**config.mk**
```make
export PLATFORM = sky130hd
export DESIGN_NAME = toc_unit
export DESIGN_NICKNAME = d
export VERILOG_FILES = /design/src/rtl/toc_pkg.sv /design/src/rtl/toc_counter.sv /design/src/rtl/toc_channel.sv /design/src/rtl/toc_pins.sv /design/src/rtl/toc_rdhold.sv /design/src/rtl/toc_unit.sv
export SDC_FILE = /design/constraint.sdc
export NUM_CORES = 1
export LEC_CHECK = 0
export BUFFER_PORTS_ARGS = -buffer_cell sky130_fd_sc_hd__buf_2
export CORE_UTILIZATION = 59
export CTS_BUF_LIST = sky130_fd_sc_hd__clkbuf_4
export CTS_CLUSTER_SIZE = 8
export DETAILED_ROUTE_END_ITERATION = 12
export GPL_ROUTABILITY_DRIVEN = 0
export HOLD_SLACK_MARGIN = 0.05
export PLACE_DENSITY_LB_ADDON = 0.12
export SLEW_MARGIN = 5
export SYNTH_ARGS = -nofsm -noshare
export SYNTH_HDL_FRONTEND = slang
export SYNTH_HIERARCHICAL = 1
export SYNTH_SLANG_ARGS = --single-unit
```
**constraint.sdc**
```tcl
create_clock -name clk -period 2.3 [get_ports clk]
set_input_delay 0.46 -clock clk [delete_from_list [all_inputs] [get_ports clk]]
set_output_delay 0.46 -clock clk [all_outputs]
set_load 0.005 [all_outputs]
```
**src/rtl/toc_pkg.sv**
```systemverilog
package toc_pkg;
    localparam int NCH      = 5;
    localparam int BW       = 8;
    localparam int CW       = 2 * BW;
    localparam int AW       = 5;
    localparam int ACTW     = 2 * (NCH - 1);
    localparam int CMP_BASE = 2;

    localparam logic [AW-1:0] A_CNT_HI = AW'(0);
    localparam logic [AW-1:0] A_CNT_LO = AW'(1);
    localparam logic [AW-1:0] A_MASK   = AW'(CMP_BASE + 2 * NCH);
    localparam logic [AW-1:0] A_DATA   = AW'(CMP_BASE + 2 * NCH + 1);
    localparam logic [AW-1:0] A_ACT    = AW'(CMP_BASE + 2 * NCH + 2);
    localparam logic [AW-1:0] A_FLAG   = AW'(CMP_BASE + 2 * NCH + 3);
    localparam logic [AW-1:0] A_IEN    = AW'(CMP_BASE + 2 * NCH + 4);

    typedef enum logic [1:0] {
        ACT_NONE   = 2'b00,
        ACT_TOGGLE = 2'b01,
        ACT_LOW    = 2'b10,
        ACT_HIGH   = 2'b11
    } act_e;

    typedef enum logic {
        RH_IDLE,
        RH_HELD
    } hold_e;

    function automatic logic [AW-1:0] cmp_hi_addr(input int k);
        return AW'(CMP_BASE + 2 * k);
    endfunction

    function automatic logic [AW-1:0] cmp_lo_addr(input int k);
        return AW'(CMP_BASE + 2 * k + 1);
    endfunction
endpackage

```
**src/rtl/toc_counter.sv**
```systemverilog
module toc_counter #(
    parameter int W = 16
) (
    input  logic         clk,
    input  logic         rst,
    output logic [W-1:0] cnt
);
    always_ff @(posedge clk) begin
        if (rst) cnt <= '0;
        else     cnt <= cnt + 1'b1;
    end
endmodule

```
**src/rtl/toc_channel.sv**
```systemverilog
module toc_channel #(
    parameter int W = 16
) (
    input  logic           clk,
    input  logic           rst,
    input  logic [W-1:0]   cnt,
    input  logic           wr_hi,
    input  logic           wr_lo,
    input  logic [W/2-1:0] wdata,
    output logic [W-1:0]   cmp,
    output logic           hit
);
    localparam int HB = W / 2;

    logic inhibit;

    always_ff @(posedge clk) begin
        if (rst) begin
            cmp     <= '1;
            inhibit <= 1'b0;
        end else begin
            inhibit <= wr_hi;
            if (wr_hi) cmp[W-1:HB] <= wdata;
            if (wr_lo) cmp[HB-1:0] <= wdata;
        end
    end

    assign hit = (cnt == cmp) && !inhibit;
endmodule

```
**src/rtl/toc_pins.sv**
```systemverilog
module toc_pins import toc_pkg::*; #(
    parameter int N = 5
) (
    input  logic             clk,
    input  logic             rst,
    input  logic [N-1:0]     hit,
    input  logic [2*N-3:0]   act,
    input  logic [N-1:0]     mask,
    input  logic [N-1:0]     level,
    output logic [N-1:0]     pins
);
    logic [N-1:0] nxt;

    always_comb begin
        nxt = pins;
        for (int k = 1; k < N; k++) begin
            if (hit[k]) begin
                unique case (act_e'(act[2*(k-1) +: 2]))
                    ACT_NONE:   nxt[k] = pins[k];
                    ACT_TOGGLE: nxt[k] = ~pins[k];
                    ACT_LOW:    nxt[k] = 1'b0;
                    ACT_HIGH:   nxt[k] = 1'b1;
                endcase
            end
        end
        if (hit[0]) nxt = (nxt & ~mask) | (level & mask);
    end

    always_ff @(posedge clk) begin
        if (rst) pins <= '0;
        else     pins <= nxt;
    end
endmodule

```
**src/rtl/toc_rdhold.sv**
```systemverilog
module toc_rdhold import toc_pkg::*; #(
    parameter int AWID = 5,
    parameter int BWID = 8
) (
    input  logic            clk,
    input  logic            rst,
    input  logic            rd,
    input  logic            is_hi,
    input  logic [AWID-1:0] addr,
    input  logic [BWID-1:0] lo_byte,
    output logic            hold_hit,
    output logic [BWID-1:0] held_byte
);
    hold_e           st, st_n;
    logic [AWID-1:0] held_addr;

    always_ff @(posedge clk) begin
        if (rst) st <= RH_IDLE;
        else     st <= st_n;
    end

    always_comb begin
        st_n     = st;
        hold_hit = 1'b0;
        unique case (st)
            RH_IDLE: begin
                if (rd && is_hi) st_n = RH_HELD;
            end
            RH_HELD: begin
                hold_hit = (addr == held_addr);
                if (rd && is_hi)                  st_n = RH_HELD;
                else if (rd && addr == held_addr) st_n = RH_IDLE;
            end
        endcase
    end

    always_ff @(posedge clk) begin
        if (rst) begin
            held_addr <= '0;
            held_byte <= '0;
        end else if (rd && is_hi) begin
            held_addr <= addr + 1'b1;
            held_byte <= lo_byte;
        end
    end
endmodule

```
**src/rtl/toc_unit.sv**
```systemverilog
module toc_unit import toc_pkg::*; (
    input  logic          clk,
    input  logic          rst,
    input  logic          bus_wr,
    input  logic          bus_rd,
    input  logic [AW-1:0] bus_addr,
    input  logic [BW-1:0] bus_wdata,
    output logic [BW-1:0] bus_rdata,
    output logic          irq,
    output logic [NCH-1:0] oc_pin
);
    logic [CW-1:0]   cnt;
    logic [CW-1:0]   cmp_q [NCH];
    logic [NCH-1:0]  hit_vec, wr_hi, wr_lo;
    logic [NCH-1:0]  flag_q, ien_q, mask_q, data_q, pins_q, flag_clr;
    logic [ACTW-1:0] act_q;
    logic            wide_hi, hold_hit;
    logic [BW-1:0]   wide_lo, held_byte, rd_mux;

    toc_counter #(.W(CW)) u_cnt (.clk(clk), .rst(rst), .cnt(cnt));

    for (genvar k = 0; k < NCH; k++) begin : g_ch
        assign wr_hi[k] = bus_wr && (bus_addr == cmp_hi_addr(k));
        assign wr_lo[k] = bus_wr && (bus_addr == cmp_lo_addr(k));
        toc_channel #(.W(CW)) u_ch (
            .clk(clk), .rst(rst), .cnt(cnt),
            .wr_hi(wr_hi[k]), .wr_lo(wr_lo[k]), .wdata(bus_wdata),
            .cmp(cmp_q[k]), .hit(hit_vec[k])
        );
    end

    assign flag_clr = (bus_wr && bus_addr == A_FLAG) ? bus_wdata[NCH-1:0] : '0;

    always_ff @(posedge clk) begin
        if (rst) begin
            mask_q <= '0;
            data_q <= '0;
            act_q  <= '0;
            ien_q  <= '0;
            flag_q <= '0;
        end else begin
            if (bus_wr && bus_addr == A_MASK) mask_q <= bus_wdata[NCH-1:0];
            if (bus_wr && bus_addr == A_DATA) data_q <= bus_wdata[NCH-1:0];
            if (bus_wr && bus_addr == A_ACT)  act_q  <= bus_wdata[ACTW-1:0];
            if (bus_wr && bus_addr == A_IEN)  ien_q  <= bus_wdata[NCH-1:0];
            flag_q <= (flag_q & ~flag_clr) | hit_vec;
        end
    end

    toc_pins #(.N(NCH)) u_pins (
        .clk(clk), .rst(rst), .hit(hit_vec), .act(act_q),
        .mask(mask_q), .level(data_q), .pins(pins_q)
    );

    always_comb begin
        wide_hi = (bus_addr == A_CNT_HI);
        wide_lo = cnt[BW-1:0];
        for (int k = 0; k < NCH; k++) begin
            if (bus_addr == cmp_hi_addr(k)) begin
                wide_hi = 1'b1;
                wide_lo = cmp_q[k][BW-1:0];
            end
        end
    end

    toc_rdhold #(.AWID(AW), .BWID(BW)) u_hold (
        .clk(clk), .rst(rst), .rd(bus_rd), .is_hi(wide_hi), .addr(bus_addr),
        .lo_byte(wide_lo), .hold_hit(hold_hit), .held_byte(held_byte)
    );

    always_comb begin
        rd_mux = '0;
        case (bus_addr)
            A_CNT_HI: rd_mux = cnt[CW-1:BW];
            A_CNT_LO: rd_mux = cnt[BW-1:0];
            A_MASK:   rd_mux = BW'(mask_q);
            A_DATA:   rd_mux = BW'(data_q);
            A_ACT:    rd_mux = BW'(act_q);
            A_FLAG:   rd_mux = BW'(flag_q);
            A_IEN:    rd_mux = BW'(ien_q);
            default:  rd_mux = '0;
        endcase
        for (int k = 0; k < NCH; k++) begin
            if (bus_addr == cmp_hi_addr(k)) rd_mux = cmp_q[k][CW-1:BW];
            if (bus_addr == cmp_lo_addr(k)) rd_mux = cmp_q[k][BW-1:0];
        end
        if (hold_hit) rd_mux = held_byte;
    end

    assign bus_rdata = rd_mux;
    assign irq       = |(flag_q & ien_q);
    assign oc_pin    = pins_q;
endmodule

```
## Word-level counts from Yosys, hierarchy flattened

Cells that the tools add are included.

- Input port bits: 17
- Memories: 0
- RAM bits: 0
- Bits in latches: 0
- Memory bits (read-only): 0
- Register bits: 148

- Add/sub/neg operators: 2
- Bitwise logic cells: 13
- Reductions and logical operators: 33
- Shifts and indexed selects: 0
- Div/mod/pow operators: 0
- $lt $le $gt $ge: 0
- Eq/ne operators: 34
- Muxes and demuxes: 37
- $mul: 0

Operators by type and width:

| kind | count |
|---|---|
| $mux 8 | 16 |
| $eq 16x16->1 | 5 |
| $pmux 8 s7 | 1 |
| $eq 5x4->1 const B | 8 |
| $logic_and 1x1->1 | 22 |
| $and 5x5->5 | 4 |
| $eq 5x3->1 const B | 4 |
| $add 16x1->16 const B | 1 |
| $eq 2x2->1 const B | 8 |
| $pmux 1 s4 | 4 |
| $mux 1 | 13 |
| $eq 5x2->1 const B | 2 |
| $mux 5 | 2 |
| $not 5->5 | 2 |
| $or 5x5->5 | 2 |
| $eq 2x1->1 const B | 4 |
| $logic_not 2->1 | 4 |
| $add 5x1->5 const B | 1 |
| $eq 5x1->1 const B | 1 |
| $eq 5x5->1 | 1 |
| $eq 5x5->1 const B | 1 |
| $logic_not 1->1 | 5 |
| $logic_not 5->1 | 1 |
| $not 1->1 | 5 |
| other kinds (2) | 2 |

## Logic depth before layout (Yosys ltp)

- Depth in word-level cells: 13
- Depth in mapped cells: 10

## Hierarchy

Netlist, hierarchy kept.

Modules (own cells, without submodules):

| module | instances | seq. area each (um^2) | area an instance (um^2) | cells each |
|---|---|---|---|---|
| toc_channel | 5 | 340.3 | 789.5 | 76 |
| toc_unit | 1 | 560.5 | 3103.0 | 423 |
| toc_counter | 1 | 320.3 | 764.5 | 81 |
| toc_rdhold | 1 | 280.3 | 669.4 | 70 |
| toc_pins | 1 | 100.1 | 339.1 | 34 |

## Worst setup path after synthesis

Ideal clock, no wire load.

- Path type: in2reg
- From: input port bus_addr[3]
- To: register g_ch[3].u_ch.cmp[5]
- Buffers on the path: 3
- Arrival: 2122 ps
- Cell stages on the path: 7
- Required time: 2180 ps
- Library setup time: 120 ps
- Path slack: 58 ps
- Cells stage by stage: buf_4 -> or4b_1 -> clkbuf_1 -> nor3_1 -> buf_2 -> nor2b_1 -> a211o_1

- Cells in the longest elaborated chain, start to end: 2

Ends and longest elaborated chain:

| what | RTL line | source |
|---|---|---|
| from (decl) | toc_unit.sv:6 | `input logic [AW-1:0] bus_addr,` |
| $eq 5x4->1 | toc_unit.sv:24 | `assign wr_lo[k] = bus_wr && (bus_addr == cmp_lo_addr(k));` |
| $logic_and 1x1->1 | toc_unit.sv:24 |  |
| named net wr_lo[3] | toc_unit.sv:14 | `logic [NCH-1:0] hit_vec, wr_hi, wr_lo;` |
| to (signal, indexed assignment) | toc_channel.sv:23 | `if (wr_hi) cmp[W-1:HB] <= wdata;` |
| to (signal, indexed assignment) | toc_channel.sv:24 | `if (wr_lo) cmp[HB-1:0] <= wdata;` |
| to (decl) | toc_channel.sv:10 | `output logic [W-1:0] cmp,` |

The timed path passes the listed nets, and every way through them passes these cells.
A chain may end at the register's enable or synchronous reset.

## Final worst setup path

- From: register u_hold.held_addr[1]
- To: output port bus_rdata[3]

- Cells in the longest elaborated chain, start to end: 3

Ends and longest elaborated chain:

| what | RTL line | source |
|---|---|---|
| from (decl) | toc_rdhold.sv:15 | `logic [AWID-1:0] held_addr;` |
| from (signal assigned) | toc_rdhold.sv:42 | `held_addr <= addr + 1'b1;` |
| $eq 5x5->1 | toc_rdhold.sv:30 | `hold_hit = (addr == held_addr);` |
| $mux 1 | toc_rdhold.sv:25 | `unique case (st)` |
| named net hold_hit | toc_unit.sv:17 | `logic wide_hi, hold_hit;` |
| $mux 8 | toc_unit.sv:87 | `if (hold_hit) rd_mux = held_byte;` |
| to (decl) | toc_unit.sv:8 | `output logic [BW-1:0] bus_rdata,` |

The timed path passes the listed nets, and every way through them passes these cells.

==> metrics.md <==
| Metric | Value |
|---|---|
| Via count | `8705` |
| Synthesized net count | `1007` |
| Crit Path Max Fanout | `6` |
| Critical-path top delay cell | `dfxtp_4` |
| Setup slack after layout | `-521 ps` |
| Clock Pin Slew Worst Setup and Hold Paths | `130 ps` |
| Kind of end point of the critical path | `primary output` |
| Worst Path Arrival | `2360 ps` |
| Worst Reg-to-Reg Cells | `8` |
| Failing checks | `setup timing` |
| Worst-Skew Late Latency | `590 ps` |
| Seq cells post-synth | `148` |
| Yosys top cell area share | `33.6%` |
| Main combinational cell family by area after synthesis | `simple AND/OR/NAND/NOR gates` |
| WL met1 | `12.4 mm` |
| DRT Wirelength | `30.6 mm` |
| Simple-gate share of the synthesized area | `24.7%` |
| Slew Viols, Final | `0` |
| H-tree depth | `4` |
| Peak VDD IR | `0.000379 V` |
| Die area | `15400 sq um` |
| Area leader, netlist | `dfxtp_1` |
| Fmax achieved | `355 MHz` |
| Top sig layer | `met4` |
| Least-Margin Pin Slew | `700 ps` |
| Most frequent cells in the layout | `dfxtp_1, buf_4, nor2b_1, xor2_1, a211o_1` |
| Largest net degree at the start of global routing | `50` |
| CTS tree | `done` |
| Fin area | `10400 sq um` |
| Initial antenna violation count | `1` |
| Clock Skew | `28.3 ps` |
| Inserted Clock Buffers | `17` |
| Cell leakage power | `0.00375 uW` |
| Hold slack | `101 ps` |
| Final Setup Violations | `8` |
| Critical Path RT | `1840 ps` |
| Register area share after synthesis | `33.6%` |
| Synthesized area | `8820 sq um` |
| Max stage delay on crit path | `380 ps` |
| Area after DPL | `10000 sq um` |
| Setup crit start kind | `register` |
| Crit path kind | `register to primary output` |
| Gr usage total | `39.4%` |
| Core area | `14600 sq um` |
| Initial DRC Count | `1263` |
| Post-synthesis mux area share | `4.25%` |
| Async S/R FF share, synth | `0%` |
| Synth-to-Final Area Change | `17.8%` |
| Total grt overflow | `0` |
| Power Density | `478 nW/um^2` |
| Internal power | `3460 uW` |
| Die Span Y | `124 um` |
| Clk buf depth | `2` |
| Clock sinks | `148` |
| Initial Util | `60.5%` |
| First-pass GRT wire length | `46.7 mm` |
| Ys flop type | `dfxtp_1` |
| RSZ-0062 raised after global routing | `yes` |
| Row cnt | `44` |
| HPWL after DPL | `22.1 mm` |
| Max-Slew Margin vs Limit | `53.3%` |
| Seq pwr share | `53.1%` |
| Hold Path Class | `input port to register` |
| Ratio of final minimum period to clock period | `123%` |
| Post-cts hold buffer count | `0` |
| Status | `complete, but fails checks` |
| Met2 wire len | `13.1 mm` |
| Synth area leaders | `dfxtp_1, xor2_1, a211o_1` |
| Synth cell types | `90` |
| Met3 wire length | `3.69 mm` |
| Drt drc | `0` |
| Cells after synthesis | `988` |
| Number of global-route vias before repair | `8068` |
| Hold Path Stages | `2` |
| Share of layout cells above drive strength 1 | `26.5%` |
| Synth Area in XOR/XNOR | `9.03%` |
| Sw Share | `30.3%` |
| Post-synth EDFFs | `0` |
| Syn Area/Cell | `8.93 sq um` |
| DRT antenna net count | `0` |
| Most common cell after layout, fill and taps aside | `dfxtp_1` |
| Root buffer cell | `clkbuf_4` |
| Final nets | `1144` |
| Max Cap Viol | `0` |
| Final Hold Vio Count | `0` |
| First drt pass iteration count | `6` |
| Crit path time final | `2820 ps` |
| Adder-cell share of the synthesized area | `0.284%` |
| P_sw | `1510 uW` |
| Die X-Extent | `124 um` |
| Drt via density | `6.58` |
| Routed wire length per instance | `23.1 um` |
| Worst path cell trace | `xor2_2 > nor3_2 > and3_4 > buf_4 > a221o_1 > a2111oi_4 > a21oi_2 > buf_2` |
| Compound-cell area share of the yosys netlist | `23.4%` |
| Number of I/O pins | `31` |
| Clock share of power | `32.8%` |
| Ys Warns | `6` |
| Port-buffer cells | `30` |
| Setup TNS | `-3660 ps` |
| Comb pwr share | `14.0%` |
[cells by family (layout without fill, tap and decap cells)]
kind of cell | Yosys count | count (layout)
xor gates and xnor gates | 91 | 91
DFF | 148 | 148
other | 0 | 1
and+or+nand+nor | 386 | 386
AOI/OAI and AO/OA | 260 | 260
adders and majority gates | 2 | 2
muxes | 33 | 33
buffers and inverters | 68 | 218
[power by group through the flow]
stage                     combinational (uW)  sequential [uW]  clock [uW]
after CTS                                662             2640        1650
final                                    698             2640        1630
after global placement                   650             2690           0
after global routing                     728             2640        1760
after detailed placement                 654             2690           0
after floorplan                          353             2690           0
[worst max-delay path, delay by kind of cell (launching register included)]
family | cells | cell delay [ps]
simple gates | 2 | 280
buf+inv | 2 | 310
xor+xnor | 1 | 160
compound gates | 3 | 660
flops | 1 | 380
[flip-flops by register name, indices dropped and copies added (netlist names), 4 cells and up, named ones only]
name	flops
ien_q	5
mask_q	5
u_cnt/cnt	16
u_hold/held_addr	5
data_q	5
g_ch.u_ch/inhibit	5
u_pins/pins	4
flag_q	5
g_ch.u_ch/cmp	80
u_hold/held_byte	8
act_q	8
[layer usage]
layer | global-route usage (%) | up-vias
met5 | 0 | -
li1 | - | 3901
met3 | 11.8 | 117
met1 | 52.4 | 4139
met4 | 16.7 | 0
met2 | 58.9 | 548
[path summary, 6_finish.rpt]
kind	startpoint	to	slack, ps
worst min-delay path	bus_rd	u_hold/st	100
worst max register to register	u_cnt/cnt[12]	u_pins/pins[2]	160
worst max-delay path	u_hold/held_addr[1]	bus_rdata[3]	-520
worst min register to register	register	register	460
[cell type report]
cell class / instances / area [sq um]
Clock inverter: 14 / 139
Clock buffer: 18 / 135
Fill cell: 1169 / 4200
Sequential cell: 148 / 2970
Multi-Input combinational cell: 772 / 5530
Antenna cell: 1 / 2.50
Tap cell: 184 / 230
Timing Repair Buffer: 177 / 1350
Inverter: 9 / 33.8
[cell usage after synthesis, types with 12 or more instances]
| master | count |
|---|---|
| a211o_1 | 81 |
| a21oi_1 | 37 |
| buf_2 | 23 |
| buf_4 | 16 |
| dfxtp_1 | 148 |
| mux2i_1 | 24 |
| nand2_1 | 70 |
| nand3_1 | 27 |
| nor2_1 | 77 |
| nor2b_1 | 97 |
| nor3_1 | 12 |
| nor4_1 | 20 |
| o21ai_0 | 21 |
| o22a_1 | 12 |
| xor2_1 | 89 |
[metrics by stage]
stage	instances	utilization [%]	setup slack [ps]	total power [uW]
floorplan	988	-	58.2	3040
global placement	1289	68.6	-322	3340
detailed placement	1289	68.6	-337	3340
CTS	1321	70.7	-562	4950
global route	1323	71.2	-603	5120
finish	1323	71.2	-521	4960
[repair_timing]
item / 4_1_cts / 5_1_grt
endpoints found under the setup margin: 8 / 12
buffers inserted: 0 / 2
resized for setup: 12 / 14
pin swaps: 5 / 5
Power figures use the tool's default switching activity.
